--- src/rtl/updn_pkg.sv ---
// Package: shared types for the dual-strobe counter.
// Assumes nothing beyond IEEE 1800-2017 packages.
package updn_pkg;

    // Step the count register takes in one cycle.
    typedef enum logic [1:0] {
        STEP_HOLD = 2'd0,
        STEP_INC  = 2'd1,
        STEP_DEC  = 2'd2,
        STEP_SET  = 2'd3
    } step_e;

endpackage

--- src/rtl/strobe_edge.sv ---
// strobe_edge: brings one asynchronous strobe into the clock domain through a
// STAGES-deep synchronizer. It reports the synchronized level and a one-cycle
// rise pulse. Assumes the strobe idles high, so the reset value of every
// stage is 1. The previous-level flop is always updated, which means that
// after an override is released, edge detection continues from the current
// level.
module strobe_edge #(
    parameter int STAGES = 2
) (
    input  logic clk,
    input  logic rst_n,
    input  logic stb_i,
    output logic level_o,
    output logic rise_o
);
    logic [STAGES-1:0] sync_q;
    logic              prev_q;

    // Shift the raw strobe through the synchronizer chain.
    always_ff @(posedge clk) begin
        if (!rst_n) sync_q <= '1;
        else        sync_q <= {sync_q[STAGES-2:0], stb_i};
    end

    // Remember the last synchronized level for edge detection.
    always_ff @(posedge clk) begin
        if (!rst_n) prev_q <= 1'b1;
        else        prev_q <= sync_q[STAGES-1];
    end

    // Report the level and the rising-edge pulse.
    always_comb begin
        level_o = sync_q[STAGES-1];
        rise_o  = sync_q[STAGES-1] & ~prev_q;
    end
endmodule

--- src/rtl/count_core.sv ---
// count_core: holds the count register and applies the priority
// clear > load > count. Clear and load also drive the output directly, so
// they take effect in the cycle they are asserted. Assumes the edge inputs
// are single-cycle pulses.
module count_core
    import updn_pkg::*;
#(
    parameter int WIDTH = 4
) (
    input  logic             clk,
    input  logic             rst_n,
    input  logic             clear_i,
    input  logic             load_n_i,
    input  logic [WIDTH-1:0] data_i,
    input  logic             up_rise_i,
    input  logic             dn_rise_i,
    output logic [WIDTH-1:0] count_o
);
    localparam logic [WIDTH-1:0] ONE = WIDTH'(1);

    logic [WIDTH-1:0] cnt_q;
    logic [WIDTH-1:0] set_val;
    step_e            step;

    // Choose this cycle's step from overrides and strobe edges.
    always_comb begin
        set_val = clear_i ? '0 : data_i;
        if (clear_i || !load_n_i)       step = STEP_SET;
        else if (up_rise_i && !dn_rise_i) step = STEP_INC;
        else if (dn_rise_i && !up_rise_i) step = STEP_DEC;
        else                              step = STEP_HOLD;
    end

    // Update the count register; wrap comes from modular arithmetic.
    always_ff @(posedge clk) begin
        if (!rst_n) begin
            cnt_q <= '0;
        end else begin
            case (step)
                STEP_SET: cnt_q <= set_val;
                STEP_INC: cnt_q <= cnt_q + ONE;
                STEP_DEC: cnt_q <= cnt_q - ONE;
                default:  cnt_q <= cnt_q;
            endcase
        end
    end

    // An active override drives the output directly.
    always_comb begin
        count_o = (step == STEP_SET) ? set_val : cnt_q;
    end
endmodule

--- src/rtl/term_detect.sv ---
// term_detect: produces the active-low carry and borrow outputs from the
// visible count and the synchronized strobe levels. Assumes the levels come
// from the same synchronizer that feeds edge detection, so a terminal output
// rises in the same cycle the count starts to move.
module term_detect #(
    parameter int WIDTH = 4
) (
    input  logic [WIDTH-1:0] count_i,
    input  logic             up_level_i,
    input  logic             dn_level_i,
    output logic             carry_n_o,
    output logic             borrow_n_o
);
    // Low only in the terminal state while the matching strobe is low.
    always_comb begin
        carry_n_o  = ~((&count_i)  & ~up_level_i);
        borrow_n_o = ~((~|count_i) & ~dn_level_i);
    end
endmodule

--- src/rtl/updn_strobe_counter.sv ---
// updn_strobe_counter: up/down counter driven by two rising-edge strobes,
// with master clear, parallel load and active-low carry and borrow outputs
// that can strobe a following stage. Assumes the strobes are never low
// together during normal counting and that both idle high.
module updn_strobe_counter #(
    parameter int WIDTH       = 4,
    parameter int SYNC_STAGES = 2
) (
    input  logic             clk,
    input  logic             rst_n,
    input  logic             clear_i,
    input  logic             load_n_i,
    input  logic [WIDTH-1:0] data_i,
    input  logic             up_stb_i,
    input  logic             dn_stb_i,
    output logic [WIDTH-1:0] count_o,
    output logic             carry_n_o,
    output logic             borrow_n_o
);
    logic up_lvl, dn_lvl, up_edge, dn_edge;

    strobe_edge #(.STAGES(SYNC_STAGES)) u_up_sync (
        .clk(clk), .rst_n(rst_n), .stb_i(up_stb_i),
        .level_o(up_lvl), .rise_o(up_edge)
    );

    strobe_edge #(.STAGES(SYNC_STAGES)) u_dn_sync (
        .clk(clk), .rst_n(rst_n), .stb_i(dn_stb_i),
        .level_o(dn_lvl), .rise_o(dn_edge)
    );

    count_core #(.WIDTH(WIDTH)) u_core (
        .clk(clk), .rst_n(rst_n), .clear_i(clear_i), .load_n_i(load_n_i),
        .data_i(data_i), .up_rise_i(up_edge), .dn_rise_i(dn_edge),
        .count_o(count_o)
    );

    term_detect #(.WIDTH(WIDTH)) u_term (
        .count_i(count_o), .up_level_i(up_lvl), .dn_level_i(dn_lvl),
        .carry_n_o(carry_n_o), .borrow_n_o(borrow_n_o)
    );
endmodule

--- config.mk ---
export PLATFORM = sky130hd
export DESIGN_NAME = updn_strobe_counter
export DESIGN_NICKNAME = d
export VERILOG_FILES = /design/src/rtl/updn_pkg.sv /design/src/rtl/strobe_edge.sv /design/src/rtl/count_core.sv /design/src/rtl/term_detect.sv /design/src/rtl/updn_strobe_counter.sv
export SDC_FILE = /design/constraint.sdc
export NUM_CORES = 1
export LEC_CHECK = 0
export BUFFER_PORTS_ARGS = -buffer_cell sky130_fd_sc_hd__buf_2
export CORE_MARGIN = 10
export CORE_UTILIZATION = 45
export DETAILED_ROUTE_END_ITERATION = 10
export GPL_ROUTABILITY_DRIVEN = 0
export PLACE_DENSITY = 0.69
export SLEW_MARGIN = 20
export SYNTH_ARGS = -nofsm -noshare
export SYNTH_HDL_FRONTEND = slang
export SYNTH_SLANG_ARGS = --single-unit
--- constraint.sdc ---
create_clock -name clk -period 5.8 [get_ports clk]
set_clock_uncertainty 0.1 [all_clocks]
set_input_delay 0.29 -clock clk [delete_from_list [all_inputs] [get_ports clk]]
set_output_delay 0.29 -clock clk [all_outputs]
set_load 0.03 [all_outputs]
* Word-level counts from Yosys, hierarchy flattened
Index checks and enable logic that the tools add are counted.
** Word-level totals
- Register bits :: 10
- Bits of input ports :: 10
- Output and inout port bits :: 6
- Logic and storage cells :: 36
** Operators by class
- $add $sub $neg :: 2
- Equal/unequal tests :: 3
- Muxes and demuxes :: 6
- Bitwise gates (word level) :: 10
- Reduce and logical (&&, ||, !) cells :: 10
** Operators with widths (number)
- $pmux 4 s3 :: 1
- $mux 4 :: 2
- $mux 2 :: 3
- $not 1->1 :: 6
- $add 4x1->4 const B :: 1
- $and 1x1->1 :: 4
- $eq 2x2->1 const B :: 2
- $logic_not 1->1 :: 4
- $reduce_and 4->1 :: 1
- $reduce_or 4->1 :: 1
- $sub 4x1->4 const B :: 1
- $reduce_bool 3->1 :: 1
- $eq 2x1->1 const B :: 1
- $logic_and 1x1->1 :: 2
- $logic_or 1x1->1 :: 1

* Logic depth before layout (Yosys ltp)
Gate-level depths: netlist (run 1).
- Depth after elaboration :: 13
- Gate-level depth with buffers :: 9
- Gate-level depth less buffers :: 9

* Modules after synthesis
Synthesis (run 1) repeated with hierarchy kept, for this count alone.
** Unflattened totals
- Cells, all modules :: 73
- Area, all modules :: 644.4 um2
** Modules (own cells, without submodules)
- count_core :: instances 1, cells an instance 54, area an instance 434.2 um2, sequential area each 80.1 um2
- strobe_edge :: instances 2, cells an instance 7, area an instance 92.6 um2, sequential area each 60.1 um2
- term_detect :: instances 1, cells an instance 5, area an instance 25.0 um2, sequential area each 0.0 um2

* Worst setup path after synthesis (run 1)
No wires, ideal clock.
- Path kind :: register -> output
- Start point :: register u_up_sync.sync_q[1]
- End point :: output carry_n_o
- Data arrival time :: 1867 ps
- Required time :: 5410 ps
- Path slack :: 3543 ps
- Stages on the path, launching flop included :: 8
- Buffers on the path :: 0
- Cell sequence :: dfxtp_1 nor2b_1 a21oi_1 inv_1 ha_1 mux2_1 nand4_1 or2_1
** Between the ends
- Word-level cells in the longest chain between the ends :: 11
- Elaborated cells on any way between the ends :: 13
- Classes of those cells :: eq/ne: 1; mux: 4; bitwise: 4; reduce/logical: 4
** RTL lines
- start, declared :: line strobe_edge.sv:16 : logic [STAGES-1:0] sync_q;
- start signal, assigned :: line strobe_edge.sv:22 : else sync_q <= {sync_q[STAGES-2:0], stb_i};
- $and 1x1->1 (*) :: line strobe_edge.sv:34 : rise_o = sync_q[STAGES-1] & ~prev_q;
- $logic_not 1->1 :: line count_core.sv:30 : else if (dn_rise_i && !up_rise_i) step = STEP_DEC;
- $logic_and 1x1->1 :: line count_core.sv:30
- $mux 2 :: line count_core.sv:30
- $mux 2 (*) :: line count_core.sv:29 : else if (up_rise_i && !dn_rise_i) step = STEP_INC;
- $mux 2 (*) :: line count_core.sv:28 : if (clear_i || !load_n_i) step = STEP_SET;
- $eq 2x2->1 (*) :: line count_core.sv:50 : count_o = (step == STEP_SET) ? set_val : cnt_q;
- $mux 4 (*) :: line count_core.sv:50
- via count_o[1] :: line updn_strobe_counter.sv:16 : output logic [WIDTH-1:0] count_o,
- $reduce_and 4->1 (*) :: line term_detect.sv:16 : carry_n_o = ~((&count_i) & ~up_level_i);
- $and 1x1->1 (*) :: line term_detect.sv:16
- $not 1->1 (*) :: line term_detect.sv:16
- end, declared :: line updn_strobe_counter.sv:17 : output logic carry_n_o,
The timed path passes the listed nets; every way through them passes the cells marked *.

* Worst setup path in the final report (run 1)
- Start point :: register u_up_sync.sync_q[1]
- End point :: output carry_n_o
** Between the ends
- Word-level cells in the longest chain between the ends :: 11
- Elaborated cells on any way between the ends :: 13
- Classes of those cells :: eq/ne: 1; mux: 4; bitwise: 4; reduce/logical: 4
** RTL lines (line)
- $and 1x1->1 :: strobe_edge.sv:34
- $logic_not 1->1 :: count_core.sv:30
- $logic_and 1x1->1 :: count_core.sv:30
- $mux 2 :: count_core.sv:30
- $mux 2 :: count_core.sv:29
- $mux 2 :: count_core.sv:28
- $eq 2x2->1 :: count_core.sv:50
- $mux 4 :: count_core.sv:50
- $reduce_and 4->1 :: term_detect.sv:16
- $and 1x1->1 (*) :: term_detect.sv:16
- $not 1->1 (*) :: term_detect.sv:16
Mark *: on every way between the ends. The rest lies on a longest branch, timed or not.

==> results of run 1 <==
==> sequential cells by signal, summed over array words and instances (netlist names) <==
register	flops
u_dn_sync.prev_q	1
u_up_sync.prev_q	1
u_up_sync.sync_q	2
u_dn_sync.sync_q	2
u_core.cnt_q	4
==> per-layer routing <==
layer	GRT usage (%)	vias up
li1	-	280
met1	10.9	248
met2	14.4	8
met3	1.96	0
met4	4.03	0
met5	0	-
==> how the worst max path moves through the flow <==
stage / to
finish: carry_n_o
global route: borrow_n_o
CTS: carry_n_o
detailed placement: carry_n_o
global placement: borrow_n_o
floorplan: carry_n_o
==> logic make-up after synthesis <==
group	count (synthesis)	synth area share [%]
and+or+nand+nor	32	29.1
DFF	10	31.2
AOI/OAI and AO/OA	9	10.9
muxes	7	11.9
buffers and inverters	5	2.93
adders and majority gates	5	9.77
xor gates and xnor gates	3	4.10
==> cells in the final DEF (no fill, tap or decap) <==
cell,instances
mux2_2,4
xor2_1,2
or2_1,1
o21ai_1,1
ha_1,5
nor2_1,3
a41oi_2,1
nand2_1,2
mux2i_1,2
mux2_1,1
buf_2,15
nand2b_1,9
xnor2_1,1
nand3_1,2
nand4_1,1
clkbuf_4,3
a21bo_1,1
o21ai_0,1
a211oi_1,1
nand3b_1,2
o31ai_1,1
dfxtp_1,10
clkbuf_8,1
a221oi_1,1
nor3_1,4
a21oi_1,2
or4b_1,1
nor2b_1,7
inv_1,3
==> stage by stage <==
| stage | power (mW) | instances | utilization, % |
|---|---|---|---|
| final | 0.183 | 103 | 57.9 |
| after floorplan | 0.111 | 71 | - |
| after CTS | 0.186 | 103 | 57.9 |
| after global placement | 0.123 | 99 | 55.2 |
| after detailed placement | 0.124 | 99 | 55.2 |
| after global routing | 0.196 | 103 | 57.9 |
==> power breakdown <==
group          total, mW  leakage (nW)  internal, mW  switching (mW)
logic             0.0439         0.235        0.0197          0.0242
clock network     0.0608        0.0210        0.0381          0.0228
registers         0.0782        0.0825        0.0731         0.00506
total              0.183         0.338         0.131          0.0520
==> cell type report <==
type	count	area (µm²)
Fill cell	137	554
Multi-Input combinational cell	56	422
Sequential cell	10	200
Timing Repair Buffer	15	75.1
Clock buffer	4	36.3
Tap cell	15	18.8
Inverter	3	11.3
==> worst register-to-register path, stage by stage, from the launching register on <==
cell and delay, ns:
dfxtp_1 0.31, nor2b_1 0.14, a21oi_1 0.29, ha_1 0.34, xor2_1 0.17, ha_1 0.25, mux2_2 0.26, mux2i_1 0.12
nor2_1 0.05
==> flow_metrics.tcl, run 1 <==
set metrics [dict create \
    status "completed" \
    crit_slowest_cell "mux2_1" \
    drive_gt1_share_pct 27.3 \
    grt_overflow 0 \
    yosysMostFrequentCell "dfxtp_1" \
    fin_setup_tns_ns 0 \
    start_util_pct 48.6 \
    drc 0 \
    finalHoldViolCount 0 \
    min_from "up_stb_i" \
    arrival_ns 2.11 \
    syn2layout_area_growth_pct 19.1 \
    startpoint "u_up_sync.sync_q[1]$_SDFF_PN1_" \
    antenna_found_initial 0 \
    crit_buf_inv 2 \
    total_leakage_power_nw 0.338 \
    avgSynthCellArea_um2 9.02 \
    worst_slack_ns 3.30 \
    die-area_mm2 0.00333 \
    power_density_mw_per_mm2 240 \
    wl_met1_um 634 \
    maxSlewHeadroom_pct 78.9 \
    drt_pass1_iterations 4 \
    nets 104 \
    critical_path_class "register to output pin" \
    cpLargestDelayFamily "multiplexers" \
    grt_usage_pct 8.90 \
    min_period_over_period_pct 43.1 \
    synthTopCellsByArea "dfxtp_1 (31%), ha_1 (9.8%), nand2b_1 (8.8%)" \
    whs_endpoint "u_up_sync.sync_q[0]$_SDFF_PN1_" \
    n_antenna_cell 0 \
    core_mm2 0.00132 \
    fmax_mhz 400 \
    holdBufCountCts 0 \
    whs_path_depth 2 \
    required_ns 5.41 \
    synth_edf_count 0 \
    max_stage_delay_ns 0.38 \
    synthTopCellsByCount "dfxtp_1 (10), nand2b_1 (9), nor2b_1 (7)" \
    vias_per_cell 5.20 \
    die_w_um 57.7 \
    worstRegToRegCells 8 \
    cts-buffers-inserted 3 \
    route.met3.wl_um 60 \
    clk_path_buf_depth 2 \
    synthCells 71 \
    tightestPinTransition_ns 0.316 \
    crit_chain "nor2b_1, a21oi_1, inv_1, ha_1, mux2_1, nand4_1, or2_1, buf_2" \
    worstSetupEndpointType "output pin" \
    die_h_um 57.7 \
    finalInstanceArea_um2 763 \
    final-setup-viol-count 0 \
    synth_nets 86 \
    top_layer_used "met3" \
    ys_ff_latch 10 \
    r2r_slack_ns 3.66 \
    async_reset_ff_share_pct 0 \
    slew_viol_final 0 \
    synth_area_um2 641 \
    place_ws_ns 3.47 \
    cts_tree "built" \
    h-tree-depth 1 \
    drtAntennaViolNets 0 \
    reg2reg_to "u_core.cnt_q[1]$_SDFFE_PN0P_" \
    cp.depth 8 \
    hpwlAfterDp_um 1100 \
    vias 536 \
    grt_max_degree 9 \
    grt_pass1_vias 576 \
    placementRows 13 \
    yosys_warnings 0 \
    cts_setup_buffers 0 \
    place_area_um2 727 \
    hp-class "input pin to register" \
    drv_cap 0 \
    ir_drop_mv 0.141 \
    synth_top_area_share_pct 31.3 \
    ys.flop_type "dfxtp_1" \
    ios 16 \
    rsz0062_at_grt "false" \
    ctsResizeCount 0 \
    numClockSinks 10 \
    wl_per_cell_um 13.0 \
    wl_met2_um 643 \
    synth.distinct_cells 28 \
    startpoint_type "register" \
    ys_seq_area_share_pct 31.3 \
    r2r_start "u_up_sync.sync_q[1]$_SDFF_PN1_" \
    critical_path.max_fanout 4 \
    yosysTopAreaCell "dfxtp_1" \
    drt_iter0_drc 7 \
    root_buffer "clkbuf_4" \
    wl_um 1340 \
    path_clk_slew_ns 0.07 \
    clkLatencyLatePin_ns 0.26 \
    fin_crit_ns 2.50 \
    grt_pass1_wl_um 2480 \
    hold_ws_ns 0.108 \
    io_buffers 15 \
]
Note: power is estimated with default switching activity, not from simulation.
==> inputs of run 2 (changes only) <==
- ABC_AREA: default -> 1
- clock period: 5.8 -> 2.6 ns (I/O delays scaled with it)
==> flow_metrics.tcl, run 2 <==
set metrics [dict create \
    status "completed" \
    worstRegToRegCells 15 \
    final_common_cell "nand2_1" \
    synthCells 91 \
    drt_pass1_iterations 4 \
    h-tree-depth 1 \
    cts_setup_buffers 0 \
    crit_buf_inv 3 \
    avgSynthCellArea_um2 6.90 \
    cts_tree "built" \
    final_cells 128 \
    start_util_pct 48.3 \
    max_stage_delay_ns 0.31 \
    total_leakage_power_nw 0.421 \
    grt_max_degree 9 \
    cp_common_cell "nor2_1" \
    grt_pass1_vias 607 \
    dp.cells 121 \
    rsz0062_at_grt "false" \
    endpoint "carry_n_o" \
    power.switching_uw 139 \
    top_regs "u_core.cnt_q: 4 flops, u_dn_sync.sync_q: 2 flops, u_up_sync.sync_q: 2 flops" \
    ys.flop_type "dfxtp_1" \
    maxSlewHeadroom_pct 78.2 \
    yosys_warnings 0 \
    die-area_mm2 0.00329 \
    placementRows 13 \
    internal-power_uw 293 \
    power_density_mw_per_mm2 543 \
    largest_reg_flops 4 \
    n_antenna_cell 0 \
    crit_chain "inv_1, nor2_1, nor2_1, nor2_1, inv_1, ha_2, nand2_1, o21ai_0, nor3_1, nand3_1, buf_2" \
    synth.distinct_cells 20 \
    vias_per_cell 4.70 \
    syn2layout_area_growth_pct 26.5 \
    arrival_ns 2.07 \
    synth_area_um2 628 \
    finalHoldViolCount 0 \
    synthTopCellsByArea "dfxtp_1 (32%), nand2_1 (11%), inv_1 (10%)" \
    yosysTopAreaCell "dfxtp_1" \
    crit_slowest_cell "dfxtp_1" \
    clkPwrFrac_pct 34.3 \
    numClockSinks 10 \
    ios 16 \
    yosysMostFrequentCell "nand2_1" \
    fin_setup_tns_ns 0 \
    final_cell_mix "nand2_1 (18), inv_1 (17), buf_2 (15), dfxtp_1 (10), nand3_1 (7)" \
    critical_path_class "register to output pin" \
    drive_gt1_share_pct 28.3 \
    cpLargestDelayFamily "simple AND/OR/NAND/NOR gates" \
    synth_edf_count 0 \
    r2r_start "u_up_sync.sync_q[1]$_SDFF_PN1_" \
    grt_usage_pct 9.46 \
    worstSetupEndpointType "output pin" \
    hpwlAfterDp_um 1150 \
    ys_seq_area_share_pct 31.9 \
    ys_ff_latch 10 \
    switching_share_pct 32.2 \
    cts-buffers-inserted 3 \
    grt_overflow 0 \
    combPwrFrac_pct 26.0 \
    power.total_uw 431 \
    root_buffer "clkbuf_4" \
    clk_path_buf_depth 2 \
    tightestPinTransition_ns 0.323 \
    synth_nets 106 \
    clkLatencyLatePin_ns 0.28 \
    synthTopCellsByCount "nand2_1 (18), inv_1 (17), dfxtp_1 (10)" \
    die_h_um 57.4 \
    fin_crit_ns 2.30 \
    hold_ws_ns 0.0481 \
    fmax_mhz 435 \
    die_w_um 57.4 \
    r2r_slack_ns 0.43 \
    ir_drop_mv 0.287 \
    wl_per_cell_um 11.2 \
    vias 602 \
    antenna_found_initial 0 \
    required_ns 2.37 \
    nets 129 \
    startpoint "u_up_sync.sync_q[1]$_SDFF_PN1_" \
    drt_iter0_drc 8 \
    reg2reg_to "u_core.cnt_q[2]$_SDFFE_PN0P_" \
    async_reset_ff_share_pct 0 \
    wl_um 1440 \
    final-setup-viol-count 0 \
    seqPwrFrac_pct 39.6 \
    synth_top_area_share_pct 31.9 \
    io_buffers 15 \
    drv_cap 0 \
    fillers 138 \
    critical_path.max_fanout 8 \
    hp-class "input pin to register" \
    drtAntennaViolNets 0 \
    startpoint_type "register" \
    cp.depth 11 \
    core_mm2 0.00130 \
    min_period_over_period_pct 88.5 \
    regMostFlops "u_core.cnt_q" \
    slew_viol_final 0 \
    path_clk_slew_ns 0.07 \
    drc 0 \
    grt_pass1_wl_um 2580 \
]
==> run 2: cell count changes after synthesis, moves of 4 or more <==
cell,change
nand2b_1,-9
mux2_2,-4
nand3_1,+5
a21oi_1,+4
inv_1,+14
or2_2,+4
o21ai_0,+4
nor2b_1,-7
nand2_1,+16
==> run 2: cell type report <==
cell class	instances	area [µm²]	area share [%]
flip-flops and latches	10	200	25.2
clock buffers	4	36.3	4.57
multi-input cells	62	363	45.7
well taps	15	18.8	2.36
inverters	19	71.3	8.98
repair buffers	18	105	13.2
==> run 2: worst min-delay path by stage <==
stage,from,endpoint,slack [ns],cells past startpoint
after floorplan,rst_n,u_dn_sync.prev_q$_SDFF_PN1_,0.1,1
after global placement,dn_stb_i,u_dn_sync.sync_q[0]$_SDFF_PN1_,0.22,2
after detailed placement,up_stb_i,u_up_sync.sync_q[0]$_SDFF_PN1_,0.22,2
after CTS,data_i[0],u_core.cnt_q[0]$_SDFFE_PN0P_,0.05,3
after global routing,data_i[0],u_core.cnt_q[0]$_SDFFE_PN0P_,0.06,3
final,data_i[0],u_core.cnt_q[0]$_SDFFE_PN0P_,0.05,3
==> run 2: routing by layer <==
metal / up-vias / global-route usage (%) / wire length (µm)
li1: 329 / - / -
met2: 11 / 16.1 / 703
met1: 259 / 9.78 / 628
met5: - / 0 / 0
met3: 3 / 4.87 / 94
met4: 0 / 3.02 / 11
==> run 2: through the flow <==
stage	worst slack (ns)	cell area (µm²)	utilization, %
after floorplan	0.0517	628	-
after global placement	0.472	722	55.5
after detailed placement	0.440	722	55.5
after CTS	0.191	788	60.6
after global routing	0.0307	795	61.1
final	0.299	795	61.1
==> run 2: what timing repair did <==
item / CTS / global route
resized for setup: 0 / 2
endpoints found under the setup margin: 0 / 2
endpoints found under the hold margin: 4 / 0
hold buffers: 3 / 0
==> run 2: power by group through the flow <==
stage	sequential [mW]	combinational, mW	clock (mW)
after floorplan	0.173	0.0823	0
after global placement	0.175	0.107	0
after detailed placement	0.175	0.109	0
after CTS	0.171	0.113	0.149
after global routing	0.172	0.127	0.152
final	0.171	0.112	0.148
==> run 2: cell families after synthesis <==
logic type | share of synthesized area, %
xor+xnor | 2.79
simple gates | 29.3
compound gates | 14.7
flops | 31.9
fa+ha+maj | 9.96
buf+inv | 11.4
==> run 2: worst reg2reg max path: stages (launching register included) <==
cell	delay (ns)
dfxtp_1	0.31
inv_1	0.06
nor2_1	0.17
nor2_1	0.08
nor2_1	0.15
inv_1	0.11
ha_1	0.25
nor2_2	0.14
nor2_4	0.06
ha_1	0.17
a21oi_1	0.15
xnor2_1	0.09
nand2_1	0.06
nand2_1	0.04
o21ai_1	0.10
inv_1	0.04
